--- src/rtl/kwdt_pkg.sv ---
package kwdt_pkg;
  localparam int DATA_W = 8;
  typedef logic [DATA_W-1:0] word_t;

  localparam logic [1:0] A_CTRL = 2'd0;
  localparam logic [1:0] A_TMO  = 2'd1;
  localparam logic [1:0] A_STAT = 2'd2;
  localparam logic [1:0] A_CNT  = 2'd3;

  localparam word_t KEY_ARM    = 8'h55;
  localparam word_t KEY_DISARM = 8'hAA;

  // status layout: bit0 enable, bit1 sticky expiry flag
  function automatic word_t stat_word(input logic en, input logic flg);
    stat_word = {{(DATA_W-2){1'b0}}, flg, en};
  endfunction

  // a reload is usable only when written since last expiry and non-zero
  function automatic logic reload_ok(input logic valid, input word_t tmo);
    reload_ok = valid && (tmo != '0);
  endfunction

  function automatic word_t dec_count(input word_t c);
    dec_count = (c == '0) ? '0 : c - 1'b1;
  endfunction
endpackage

--- src/rtl/kwdt_regbank.sv ---
module kwdt_regbank
  import kwdt_pkg::*;
(
  input  logic       clk,
  input  logic       sb_rst_n,
  input  logic       sys_rst_n,
  input  logic [1:0] addr,
  input  word_t      wdata,
  input  logic       wr,
  input  logic       rd,
  input  logic       fire,
  input  word_t      cnt,
  output word_t      rdata,
  output logic       en,
  output word_t      tmo,
  output logic       tmo_valid,
  output logic       arm_req,
  output logic       disarm_req
);
  logic wr_ctrl, arm_key, rd_stat, wr_tmo, flag;

  assign wr_ctrl    = wr && (addr == A_CTRL);
  assign arm_key    = wr_ctrl && (wdata == KEY_ARM);
  assign disarm_req = wr_ctrl && (wdata == KEY_DISARM);
  assign arm_req    = arm_key && !en;
  assign wr_tmo     = wr && (addr == A_TMO);
  assign rd_stat    = rd && (addr == A_STAT);

  // standby-domain state
  always_ff @(posedge clk or negedge sb_rst_n) begin
    if (!sb_rst_n) begin
      en        <= 1'b0;
      flag      <= 1'b0;
      tmo       <= '0;
      tmo_valid <= 1'b0;
    end else begin
      if (fire)            en <= 1'b0;
      else if (arm_req)    en <= 1'b1;
      else if (disarm_req) en <= 1'b0;

      if (fire)         flag <= 1'b1;
      else if (rd_stat) flag <= 1'b0;

      if (wr_tmo) tmo <= wdata;

      if (fire)        tmo_valid <= 1'b0;
      else if (wr_tmo) tmo_valid <= 1'b1;
    end
  end

  // main-domain read path
  always_ff @(posedge clk or negedge sys_rst_n) begin
    if (!sys_rst_n) begin
      rdata <= '0;
    end else if (rd) begin
      case (addr)
        A_CTRL:  rdata <= stat_word(en, 1'b0);
        A_TMO:   rdata <= tmo;
        A_STAT:  rdata <= stat_word(en, flag);
        default: rdata <= cnt;
      endcase
    end
  end


  expire_sets_flag_chk: assert property (@(posedge clk) disable iff (!sb_rst_n)
    fire |=> (flag && !en));

  read_clears_flag_chk: assert property (@(posedge clk) disable iff (!sb_rst_n)
    (rd_stat && !fire) |=> !flag);

  disarm_wins_chk: assert property (@(posedge clk) disable iff (!sb_rst_n)
    disarm_req |=> !en);

  junk_key_ignored_chk: assert property (@(posedge clk) disable iff (!sb_rst_n)
    (wr_ctrl && !arm_key && !disarm_req && !fire) |=> (en == $past(en)));

  rdata_hold_chk: assert property (@(posedge clk) disable iff (!sys_rst_n || !sb_rst_n)
    !rd |=> $stable(rdata));
endmodule

--- src/rtl/kwdt_countdown.sv ---
module kwdt_countdown
  import kwdt_pkg::*;
(
  input  logic  clk,
  input  logic  sb_rst_n,
  input  logic  en,
  input  logic  tick,
  input  logic  arm_req,
  input  logic  disarm_req,
  input  word_t tmo,
  input  logic  tmo_valid,
  output word_t cnt,
  output logic  fire
);
  logic imm_fire, load, step, tick_fire;

  assign imm_fire  = arm_req && !reload_ok(tmo_valid, tmo);
  assign load      = arm_req && !imm_fire;
  assign step      = en && tick && !disarm_req;
  assign tick_fire = step && (cnt == word_t'(1));
  assign fire      = imm_fire || tick_fire;

  always_ff @(posedge clk or negedge sb_rst_n) begin
    if (!sb_rst_n)  cnt <= '0;
    else if (fire)  cnt <= '0;
    else if (load)  cnt <= tmo;
    else if (step)  cnt <= dec_count(cnt);
  end


  tick_decrements_chk: assert property (@(posedge clk) disable iff (!sb_rst_n)
    (step && cnt > word_t'(1)) |=> (cnt == $past(cnt) - 1'b1));

  arm_loads_chk: assert property (@(posedge clk) disable iff (!sb_rst_n)
    load |=> (cnt == $past(tmo)));

  armed_no_reload_chk: assert property (@(posedge clk) disable iff (!sb_rst_n)
    (en && !tick) |=> $stable(cnt));
endmodule

--- src/rtl/kwdt_pulse.sv ---
module kwdt_pulse #(
  parameter int PULSE_CYCLES = 4
) (
  input  logic clk,
  input  logic sb_rst_n,
  input  logic fire,
  output logic rst_out
);
  localparam int PW = $clog2(PULSE_CYCLES + 1);
  logic [PW-1:0] pcnt;

  always_ff @(posedge clk or negedge sb_rst_n) begin
    if (!sb_rst_n)        pcnt <= '0;
    else if (fire)        pcnt <= PW'(PULSE_CYCLES);
    else if (pcnt != '0)  pcnt <= pcnt - 1'b1;
  end

  assign rst_out = (pcnt != '0);


  pulse_starts_chk: assert property (@(posedge clk) disable iff (!sb_rst_n)
    fire |=> rst_out);
endmodule

--- src/rtl/kwdt_top.sv ---
module kwdt_top
  import kwdt_pkg::*;
#(
  parameter int PULSE_CYCLES = 4
) (
  input  logic       clk,
  input  logic       sb_rst_n,
  input  logic       sys_rst_n,
  input  logic       tick,
  input  logic [1:0] bus_addr,
  input  logic [7:0] bus_wdata,
  input  logic       bus_wr,
  input  logic       bus_rd,
  output logic [7:0] bus_rdata,
  output logic       wdt_rst_out
);
  logic  en, tmo_valid, arm_req, disarm_req, fire;
  word_t tmo, cnt;

  kwdt_regbank u_regs (
    .clk(clk), .sb_rst_n(sb_rst_n), .sys_rst_n(sys_rst_n),
    .addr(bus_addr), .wdata(bus_wdata), .wr(bus_wr), .rd(bus_rd),
    .fire(fire), .cnt(cnt), .rdata(bus_rdata), .en(en), .tmo(tmo),
    .tmo_valid(tmo_valid), .arm_req(arm_req), .disarm_req(disarm_req)
  );

  kwdt_countdown u_cnt (
    .clk(clk), .sb_rst_n(sb_rst_n), .en(en), .tick(tick),
    .arm_req(arm_req), .disarm_req(disarm_req), .tmo(tmo),
    .tmo_valid(tmo_valid), .cnt(cnt), .fire(fire)
  );

  kwdt_pulse #(.PULSE_CYCLES(PULSE_CYCLES)) u_pulse (
    .clk(clk), .sb_rst_n(sb_rst_n), .fire(fire), .rst_out(wdt_rst_out)
  );


  stale_arm_fires_chk: assert property (@(posedge clk) disable iff (!sb_rst_n)
    (arm_req && !tmo_valid) |=> wdt_rst_out);

  disarm_beats_tick_chk: assert property (@(posedge clk) disable iff (!sb_rst_n)
    (disarm_req && !wdt_rst_out) |=> !wdt_rst_out);
endmodule

--- config.mk ---
export PLATFORM = sky130hd
export DESIGN_NAME = kwdt_top
export DESIGN_NICKNAME = d
export VERILOG_FILES = /design/src/rtl/kwdt_pkg.sv /design/src/rtl/kwdt_regbank.sv /design/src/rtl/kwdt_countdown.sv /design/src/rtl/kwdt_pulse.sv /design/src/rtl/kwdt_top.sv
export SDC_FILE = /design/constraint.sdc
export NUM_CORES = 1
export LEC_CHECK = 0
export CAP_MARGIN = 20
export CELL_PAD_IN_SITES_DETAIL_PLACEMENT = 0
export CELL_PAD_IN_SITES_GLOBAL_PLACEMENT = 1
export CORE_ASPECT_RATIO = 0.7
export CORE_UTILIZATION = 45
export DETAILED_ROUTE_END_ITERATION = 8
export GPL_ROUTABILITY_DRIVEN = 0
export PLACE_DENSITY_LB_ADDON = 0.08
export SYNTH_ARGS = -nofsm -noshare
export SYNTH_HDL_FRONTEND = slang
export SYNTH_SLANG_ARGS = --single-unit
--- constraint.sdc ---
create_clock -name clk -period 4.1 [get_ports clk]
set_clock_uncertainty 0.1 [all_clocks]
set_input_delay 1.23 -clock clk [delete_from_list [all_inputs] [get_ports clk]]
set_output_delay 1.23 -clock clk [all_outputs]
set_load 0.02 [all_outputs]
==> results.sh <==
export IMPL_status="finished clean"
export IMPL_clock_latency_ns=0.28
export IMPL_power_leakage_nw=0.906
export IMPL_grt_max_degree=23
export IMPL_antenna_found_initial=0
export IMPL_hold_violations=0
export IMPL_layout_commonest_cell="dfrtp_1"
export IMPL_slew_viol_final=0
export IMPL_grt_pass1_wl_um=6240
export IMPL_area_growth_syn_to_layout_pct=21.0
export IMPL_crit_fanout=8
export IMPL_final_period_utilization_pct=79.2
export IMPL_rows=18
export IMPL_drive_gt1_share_pct=18.5
export IMPL_fp_coreArea_mm2=0.00358
export IMPL_drtPass1Iterations=4
export IMPL_n_antenna_cell=0
export IMPL_yosysUniqueCellTypes=38
export IMPL_cts_hold_buf=0
export IMPL_start_kind="input pin"
export IMPL_cp_required_ns=4.15
export IMPL_numCtsBuffers=5
export IMPL_final_cell_mix="dfrtp_1 (30), clkdlybuf4s50_1 (24), mux2i_1 (15)"
export IMPL_drc_errors=0
export IMPL_overflow=0
export IMPL_worstPathArrival_ns=3.30
export IMPL_timing_slew_headroom_pct=63.3
export IMPL_syn_avg_cell_area_um2=10.6
export IMPL_cts_sinks=30
export IMPL_ir_drop_v=0.000228
export IMPL_wirelength_um=3850
export IMPL_nNetsFinal=209
export IMPL_stdcell_area_mm2=0.00208
export IMPL_dp_hpwl_um=2930
export IMPL_vias=1283
export IMPL_die_w_um=76.0
export IMPL_cts_tree="built"
export IMPL_cts_root_buffer="clkbuf_8"
export IMPL_grt_usage_pct=20.9
export IMPL_htree_levels=2
export IMPL_initial_core_util_pct=48.1
export IMPL_design_die_area_mm2=0.00408
export IMPL_synth_ff_type="dfrtp_1"
export IMPL_ys_ff_latch=30
export IMPL_dpl_worst_slack_ns=0.596
export IMPL_hold_ws_ns=0.409
export IMPL_post_cts_setup_buffers=0
export IMPL_via_per_inst=5.37
export IMPL_ctsResizeCount=0
export IMPL_clockBufferDepth=2
export IMPL_min_path_type="flip-flop to flip-flop"
export IMPL_dp_cells=231
export IMPL_antenna_left=0
export IMPL_power_density_mw_per_mm2=370
export IMPL_finalCriticalPeriod_ns=3.25
export IMPL_synth_nets=183
export IMPL_instances_no_fill=239
export IMPL_ff_latch_area_um2=751
export IMPL_utilization_pct=58.2
export IMPL_portBuffers=24
export IMPL_multi_input_area_um2=878
export IMPL_die_h_um=53.8
export IMPL_fillers=308
export IMPL_endpoint_kind="flip-flop"
export IMPL_setup_ws_ns=0.855
export IMPL_synth_cells=163
export IMPL_async_flop_share_pct=100
export IMPL_syn_area_mm2=0.00172
export IMPL_drt_first_iter_violations=44
export IMPL_finalPower_mw=0.772
export IMPL_worst_slew_pin_slew_ns=0.551
export IMPL_rsz0062_at_grt="false"
export IMPL_yosysWarnings=0
export IMPL_setup_viol=0
export IMPL_ios=25
export IMPL_cts_clk_slew_worst_paths_ns=0.06
export IMPL_grt_pass1_vias=1270
export IMPL_wl_per_cell_um=16.1
export IMPL_synth_edf_count=0
export IMPL_place_area_mm2=0.00198
export IMPL_maxCapViolCount=0
export IMPL_crit_type="input pin to flip-flop"
export IMPL_seq_area_frac_synth_pct=43.6
export IMPL_tns_ns=0
export IMPL_fmax_ghz=0.308
Yosys cell counts, types with 3 or more instances:
cell type | count | share of area [%]
inv_1 | 11 | 2.4
a21oi_1 | 9 | 2.6
nor2_1 | 10 | 2.2
ha_1 | 4 | 2.9
buf_6 | 3 | 2.0
o21ai_2 | 8 | 4.1
mux2i_1 | 15 | 8.7
nor2b_1 | 4 | 1.5
o22ai_1 | 7 | 2.5
xnor2_1 | 3 | 1.5
nor3_1 | 4 | 1.2
nand2_1 | 12 | 2.6
dfrtp_1 | 30 | 44
mux2_2 | 13 | 8.5
cells by family after synthesis:
family | synth area share, %
compound gates | 11.9
xor+xnor | 1.53
fa+ha+maj | 2.90
buf+inv | 5.45
flops | 43.6
mux | 17.2
simple gates | 17.4
metal layers:
metal,vias up,share of wire [%],track usage [%]
met5,-,0,0
met4,0,1.5,8.65
li1,625,-,-
met3,7,3.6,4.92
met2,30,46,35.0
met1,621,48,26.8
path summary, 6_finish.rpt:
| path | start | to | slack (ns) | cells after the start |
|---|---|---|---|---|
| min in group asynchronous | sb_rst_n | u_cnt.cnt[3] | 1.09 | 1 |
| setup reg to reg | u_cnt.cnt[0] | u_cnt.cnt[6] | 1.71 | 7 |
| hold / removal | u_regs.rdata[0] | u_regs.rdata[0] | 0.41 | 1 |
| setup / recovery | bus_addr[0] | u_cnt.cnt[4] | 0.85 | 6 |
| max in group asynchronous | sb_rst_n | u_regs.en | 2.41 | 2 |
| hold reg to reg | u_regs.rdata[0] | u_regs.rdata[0] | 0.41 | 1 |
final cells by class:
type,instances,area share (%)
clock buffer,7,3.66
inverter,11,1.98
multi-input combinational,115,42.1
sequential,30,36.0
tap,50,3.00
timing repair buffer,26,13.2
report_power, final:
part           internal [mW]  switching [mW]
combinational         0.0956          0.0874
clock                  0.117           0.105
sequential             0.335          0.0329
total                  0.547           0.225
registers in the layout (all words and copies together) (netlist names):
name and cells:
u_regs.tmo_valid 1, u_cnt.cnt 8, u_regs.rdata 8, u_pulse.pcnt 3, u_regs.tmo 8, u_regs.en 1
u_regs.flag 1
worst max-delay path: stages:
cell and delay (ns):
clkdlybuf4s50_1 0.56, nor3b_4 0.29, nand4_2 0.17, o22ai_1 0.46, or2_1 0.49, o21ai_2 0.11
Power figures use the tool's default switching activity.
